**config.mk**
```make
export PLATFORM = sky130hd
export DESIGN_NAME = cfgw_wr_slave
export DESIGN_NICKNAME = d
export VERILOG_FILES = /design/src/rtl/cfgw_pkg.sv /design/src/rtl/cfgw_line_sync.sv /design/src/rtl/cfgw_protocol.sv /design/src/rtl/cfgw_regbank.sv /design/src/rtl/cfgw_wr_slave.sv
export SDC_FILE = /design/constraint.sdc
export NUM_CORES = 1
export LEC_CHECK = 0
export BUFFER_PORTS_ARGS = -buffer_cell sky130_fd_sc_hd__buf_2
export CORE_UTILIZATION = 55
export DETAILED_ROUTE_END_ITERATION = 8
export PLACE_DENSITY = 0.78
export SETUP_SLACK_MARGIN = 0.5
export SLEW_MARGIN = 15
export SYNTH_ARGS = -nofsm -noshare
export SYNTH_HDL_FRONTEND = slang
export SYNTH_SLANG_ARGS = --single-unit
```
**constraint.sdc**
```tcl
create_clock -name clk -period 2.88 [get_ports clk]
set_clock_uncertainty 0.05 [all_clocks]
set_input_delay 0.432 -clock clk [delete_from_list [all_inputs] [get_ports clk]]
set_output_delay 0.432 -clock clk [all_outputs]
set_load 0.1 [all_outputs]
```
**src/rtl/cfgw_pkg.sv**
```systemverilog
package cfgw_pkg;
   localparam int BYTE_W = 8;
   localparam int DEV_W  = 7;

   typedef enum logic [2:0] {
      PH_IDLE,
      PH_DEVADR,
      PH_REGADR,
      PH_DATA,
      PH_SKIP
   } cfgw_phase_e;
endpackage

```
**src/rtl/cfgw_line_sync.sv**
```systemverilog
module cfgw_line_sync #(
   parameter int STAGES = 2
) (
   input  logic clk,
   input  logic rst_n,
   input  logic scl_i,
   input  logic sda_i,
   output logic sda_s,
   output logic scl_rise,
   output logic scl_fall,
   output logic bus_start,
   output logic bus_stop
);
   logic [STAGES-1:0] scl_pipe;
   logic [STAGES-1:0] sda_pipe;
   logic              scl_q;
   logic              sda_q;
   logic              scl_s;

   generate
      if (STAGES < 2) begin : g_bad_stages
         $error("cfgw_line_sync: STAGES must be at least 2");
      end
   endgenerate

   always_ff @(posedge clk or negedge rst_n) begin
      if (!rst_n) begin
         scl_pipe <= '1;
         sda_pipe <= '1;
         scl_q    <= 1'b1;
         sda_q    <= 1'b1;
      end else begin
         scl_pipe <= {scl_pipe[STAGES-2:0], scl_i};
         sda_pipe <= {sda_pipe[STAGES-2:0], sda_i};
         scl_q    <= scl_pipe[STAGES-1];
         sda_q    <= sda_pipe[STAGES-1];
      end
   end

   assign scl_s     = scl_pipe[STAGES-1];
   assign sda_s     = sda_pipe[STAGES-1];
   assign scl_rise  = scl_s & ~scl_q;
   assign scl_fall  = ~scl_s & scl_q;
   assign bus_start = scl_s & scl_q & sda_q & ~sda_s;
   assign bus_stop  = scl_s & scl_q & ~sda_q & sda_s;
endmodule

```
**src/rtl/cfgw_protocol.sv**
```systemverilog
module cfgw_protocol
   import cfgw_pkg::*;
#(
   parameter int NUM_REGS = 8,
   parameter int IDX_W    = 3
) (
   input  logic               clk,
   input  logic               rst_n,
   input  logic               sda_s,
   input  logic               scl_rise,
   input  logic               scl_fall,
   input  logic               bus_start,
   input  logic               bus_stop,
   input  logic [DEV_W-1:0]   dev_addr,
   output logic               sda_oe,
   output logic               data_commit,
   output logic               wr_en,
   output logic [IDX_W-1:0]   wr_idx,
   output logic [BYTE_W-1:0]  wr_data,
   output logic [BYTE_W-1:0]  ptr
);
   localparam logic [BYTE_W:0] LIMIT = (BYTE_W+1)'(NUM_REGS);

   cfgw_phase_e       phase;
   logic [3:0]        cnt;
   logic              ack_ph;
   logic [BYTE_W-1:0] shreg;
   logic              byte_done;
   logic              addr_hit;

   assign byte_done   = scl_fall && (cnt == 4'd8) && !ack_ph && !bus_start && !bus_stop;
   assign addr_hit    = (shreg[BYTE_W-1:1] == dev_addr) && !shreg[0];
   assign data_commit = byte_done && (phase == PH_DATA);
   assign wr_en       = data_commit && ({1'b0, ptr} < LIMIT);
   assign wr_idx      = ptr[IDX_W-1:0];
   assign wr_data     = shreg;

   always_ff @(posedge clk or negedge rst_n) begin
      if (!rst_n) begin
         phase  <= PH_IDLE;
         cnt    <= '0;
         ack_ph <= 1'b0;
         sda_oe <= 1'b0;
         shreg  <= '0;
         ptr    <= '0;
      end else if (bus_start) begin
         phase  <= PH_DEVADR;
         cnt    <= '0;
         ack_ph <= 1'b0;
         sda_oe <= 1'b0;
      end else if (bus_stop) begin
         phase  <= PH_IDLE;
         cnt    <= '0;
         ack_ph <= 1'b0;
         sda_oe <= 1'b0;
      end else if (phase != PH_IDLE && phase != PH_SKIP) begin
         if (scl_rise && cnt < 4'd8) begin
            shreg <= {shreg[BYTE_W-2:0], sda_s};
            cnt   <= cnt + 4'd1;
         end else if (byte_done) begin
            ack_ph <= 1'b1;
            unique case (phase)
               PH_DEVADR: begin
                  if (addr_hit) begin
                     sda_oe <= 1'b1;
                     phase  <= PH_REGADR;
                  end else begin
                     phase  <= PH_SKIP;
                  end
               end
               PH_REGADR: begin
                  ptr    <= shreg;
                  sda_oe <= 1'b1;
                  phase  <= PH_DATA;
               end
               PH_DATA: begin
                  ptr    <= ptr + 1'b1;
                  sda_oe <= 1'b1;
               end
               default: phase <= PH_SKIP;
            endcase
         end else if (scl_fall && ack_ph) begin
            ack_ph <= 1'b0;
            sda_oe <= 1'b0;
            cnt    <= '0;
         end
      end
   end
endmodule

```
**src/rtl/cfgw_regbank.sv**
```systemverilog
module cfgw_regbank
   import cfgw_pkg::*;
#(
   parameter int NUM_REGS = 8,
   parameter int IDX_W    = 3
) (
   input  logic                       clk,
   input  logic                       rst_n,
   input  logic                       wr_en,
   input  logic [IDX_W-1:0]           wr_idx,
   input  logic [BYTE_W-1:0]          wr_data,
   output logic [NUM_REGS*BYTE_W-1:0] regs
);
   generate
      for (genvar i = 0; i < NUM_REGS; i++) begin : g_reg
         always_ff @(posedge clk or negedge rst_n) begin
            if (!rst_n)
               regs[i*BYTE_W +: BYTE_W] <= '0;
            else if (wr_en && wr_idx == IDX_W'(i))
               regs[i*BYTE_W +: BYTE_W] <= wr_data;
         end
      end
   endgenerate
endmodule

```
**src/rtl/cfgw_wr_slave.sv**
```systemverilog
module cfgw_wr_slave
   import cfgw_pkg::*;
#(
   parameter int NUM_REGS    = 8,
   parameter int SYNC_STAGES = 2
) (
   input  logic                       clk,
   input  logic                       rst_n,
   input  logic                       scl_i,
   input  logic                       sda_i,
   input  logic [6:0]                 dev_addr_i,
   output logic                       sda_oe_o,
   output logic [NUM_REGS*8-1:0]      regs_o
);
   localparam int IDX_W = (NUM_REGS > 1) ? $clog2(NUM_REGS) : 1;

   generate
      if (NUM_REGS < 1 || NUM_REGS > 256) begin : g_bad_depth
         $error("cfgw_wr_slave: NUM_REGS must lie in 1..256");
      end
   endgenerate

   logic              sda_s;
   logic              scl_rise;
   logic              scl_fall;
   logic              bus_start;
   logic              bus_stop;
   logic              data_commit;
   logic              wr_en;
   logic [IDX_W-1:0]  wr_idx;
   logic [BYTE_W-1:0] wr_data;
   logic [BYTE_W-1:0] ptr;

   cfgw_line_sync #(.STAGES(SYNC_STAGES)) u_sync (
      .clk       (clk),
      .rst_n     (rst_n),
      .scl_i     (scl_i),
      .sda_i     (sda_i),
      .sda_s     (sda_s),
      .scl_rise  (scl_rise),
      .scl_fall  (scl_fall),
      .bus_start (bus_start),
      .bus_stop  (bus_stop)
   );

   cfgw_protocol #(.NUM_REGS(NUM_REGS), .IDX_W(IDX_W)) u_proto (
      .clk         (clk),
      .rst_n       (rst_n),
      .sda_s       (sda_s),
      .scl_rise    (scl_rise),
      .scl_fall    (scl_fall),
      .bus_start   (bus_start),
      .bus_stop    (bus_stop),
      .dev_addr    (dev_addr_i),
      .sda_oe      (sda_oe_o),
      .data_commit (data_commit),
      .wr_en       (wr_en),
      .wr_idx      (wr_idx),
      .wr_data     (wr_data),
      .ptr         (ptr)
   );

   cfgw_regbank #(.NUM_REGS(NUM_REGS), .IDX_W(IDX_W)) u_bank (
      .clk     (clk),
      .rst_n   (rst_n),
      .wr_en   (wr_en),
      .wr_idx  (wr_idx),
      .wr_data (wr_data),
      .regs    (regs_o)
   );
endmodule

```
==> results.json <==
{
  "period_share_pct": 79.2,
  "fmax_mhz": 439,
  "finalCriticalPeriod_ns": 2.28,
  "finalPower_mw": 2.86,
  "ir_drop_mv": 0.326,
  "fin_hold_ws_ns": 0.0794,
  "grt_pass1_vias": 2619,
  "startpoint_type": "flop",
  "slew_headroom_pct": 48.8,
  "wl_per_cell_um": 18.0,
  "grt_max_degree": 63,
  "cts_sinks": 95,
  "routabilityCongestion": 0.846,
  "maxCapViolations": 0,
  "use_met1_pct": 32.8,
  "portBuffers": 75,
  "antenna_found_initial": 0,
  "crit_chain": "inv_1 -> ha_1 -> nand4bb_1 -> nor3_2 -> buf_4 -> and3_2 -> mux2_4",
  "die-area_um2": 8470,
  "coreArea_um2": 7770,
  "num_antenna_cells": 0,
  "clk_pin_slew_ns": 0.10,
  "final_antenna_net_count": 0,
  "final_core_util_pct": 65.2,
  "dr.pass1.iters": 4,
  "grt_pass1_wl_um": 14300,
  "status": "finished, final reports clean",
  "drc_errors": 0,
  "yosysUniqueCellTypes": 52,
  "layout_common_cells": "dfrtp_1, buf_2, mux2_4, mux2_2, nand3_1",
  "power.leakage_nw": 2.56,
  "multiInputGateArea_um2": 1890,
  "grt_use_total_pct": 22.4,
  "grt_overflow_total": 0,
  "synth_edf_count": 0,
  "ios": 76,
  "syn_area_um2": 4460,
  "use_met3_pct": 4.56,
  "crit_type": "flop to flop",
  "cp.arrival_ns": 2.47,
  "crit_slowest_cell": "dfrtp_1",
  "drive_gt1_share_pct": 49.4,
  "synth-main-ff-cell": "dfrtp_1",
  "ys_seq_area_share_pct": 53.5,
  "start_util_pct": 57.4,
  "nets": 405,
  "vias": 2773,
  "dp.cells": 477,
  "htree_num_levels": 3,
  "cts_max_path_buffers": 2,
  "grt_most_used_layer": "met2",
  "met2_usage_pct": 34.0,
  "viasPerCell": 5.62,
  "yosysWarnings": 0,
  "cp_max_fo": 16,
  "numCtsBuffers": 9,
  "fillers": 586,
  "syn_inst": 319,
  "instances_no_fill": 493,
  "report.final.setup_viol": 0,
  "tightest_slew_ns": 0.769,
  "drt-total-wl_um": 8870,
  "required_ns": 3.07,
  "cp-end-kind": "flop",
  "power_density_nw_per_um2": 565,
  "async_reset_ff_share_pct": 100,
  "die_w_um": 92.0,
  "dp_hpwl_um": 5960,
  "hold_buffers": 0,
  "yosys_register_bits": 95,
  "rows": 32,
  "die_h_um": 92.0,
  "drt_iter0_drc": 147,
  "area.growth.synth_to_final_pct": 13.5,
  "layout_commonest_cell": "dfrtp_1",
  "tns_ns": 0,
  "root_buffer": "clkbuf_8",
  "critPathMaxStageDelay_ns": 0.42,
  "synth.avg_cell_area_um2": 14.0,
  "clkLatencyLatePin_ns": 0.36,
  "regArea_um2": 2380,
  "cts_tree": "done",
  "report.final.slew_viol_count": 0,
  "synth_nets": 338,
  "finalHoldViolCount": 0,
  "min_path_type": "input port to async pin",
  "rsz0062_at_grt": "true"
}
critical path: cells and delay by family (launching register included):
kind / cells / cell delay, ns
and+or+nand+nor: 3 / 0.92
buffers and inverters: 2 / 0.29
muxes: 1 / 0.34
adders and majority gates: 1 / 0.15
DFF: 1 / 0.42
cell usage after synthesis (all sizes together) (3+ instances only):
cell type,n,share of area (%)
nand3,10,1.1
and3,6,0.84
clkbuf,5,0.42
nor4,4,1.2
nor2,8,0.67
inv,8,0.67
or3,3,0.42
ha,8,2.2
or3b,3,0.59
o21ai,5,0.56
mux2i,3,0.67
xnor2,7,1.4
dfstp,6,3.5
nand2,7,0.59
a31oi,3,0.42
a21oi,7,0.79
buf,20,3.1
mux2,73,22
nor3,6,1.3
nand3b,4,0.67
dfrtp,89,50
state kept, by name, indices dropped and copies added (netlist names):
signal,count
u_sync.scl_q,1
u_sync.sda_q,1
u_proto.cnt,4
u_proto.ptr,8
u_proto.wr_data,8
u_proto.phase,3
u_bank.regs,64
u_sync.scl_pipe,2
u_proto.ack_ph,1
u_sync.sda_pipe,2
u_proto.sda_oe,1
routing by layer:
layer	part of all wire [%]	routed length, µm
met1	47	4190
met2	47	4210
met3	4.1	360
met4	1.2	109
met5	0	0
report_power, final:
| part | switching, mW | internal [mW] |
|---|---|---|
| Combinational | 0.127 | 0.153 |
| Clock | 0.479 | 0.410 |
| Sequential | 0.285 | 1.41 |
| Total | 0.892 | 1.97 |
path summary, 6_finish.rpt:
kind                            slack [ns]               start  depth (start not counted)            endpoint
worst max-delay path                  0.60      u_proto.cnt[0]                          7     u_bank.regs[46]
worst min-delay path                  0.08               rst_n                          1     u_bank.regs[33]
worst max register to register        0.60      u_proto.cnt[0]                          7     u_bank.regs[46]
worst min register to register        0.31  u_sync.scl_pipe[0]                          0  u_sync.scl_pipe[1]
max in group asynchronous             1.91               rst_n                          2     u_bank.regs[30]
min in group clk                      0.11               scl_i                          1  u_sync.scl_pipe[0]
kinds of logic (layout without fill, tap and decap cells):
| group | Yosys count | in the layout | share of synthesized area [%] |
|---|---|---|---|
| AO/OA/AOI/OAI | 33 | 33 | 5.25 |
| XOR/XNOR | 8 | 8 | 1.57 |
| adder cells (fa/ha/maj) | 8 | 8 | 2.25 |
| buffers and inverters | 33 | 105 | 4.21 |
| flip-flops | 95 | 95 | 53.5 |
| multiplexers | 76 | 76 | 23.2 |
| AND/OR/NAND/NOR | 66 | 66 | 10.1 |
per-stage QoR:
step,area (µm²),setup WS (ns)
CTS,5060,0.503
global route,5060,0.487
detailed placement,4850,0.487
floorplan,4460,0.875
finish,5060,0.600
global placement,4850,0.544
repair_timing:
item / 4_1_cts / 5_1_grt
gates resized for setup: 4 / 2
setup endpoints to repair: 32 / 30
setup buffers: 0 / 0
layout make-up:
type,instances,area share (%)
inverter,8,0.593
timing repair buffer,81,8.36
multi-input combinational,191,37.4
tap,102,2.52
clock inverter,7,1.56
sequential,95,47.1
clock buffer,9,2.45
(Power assumes the default switching activity.)
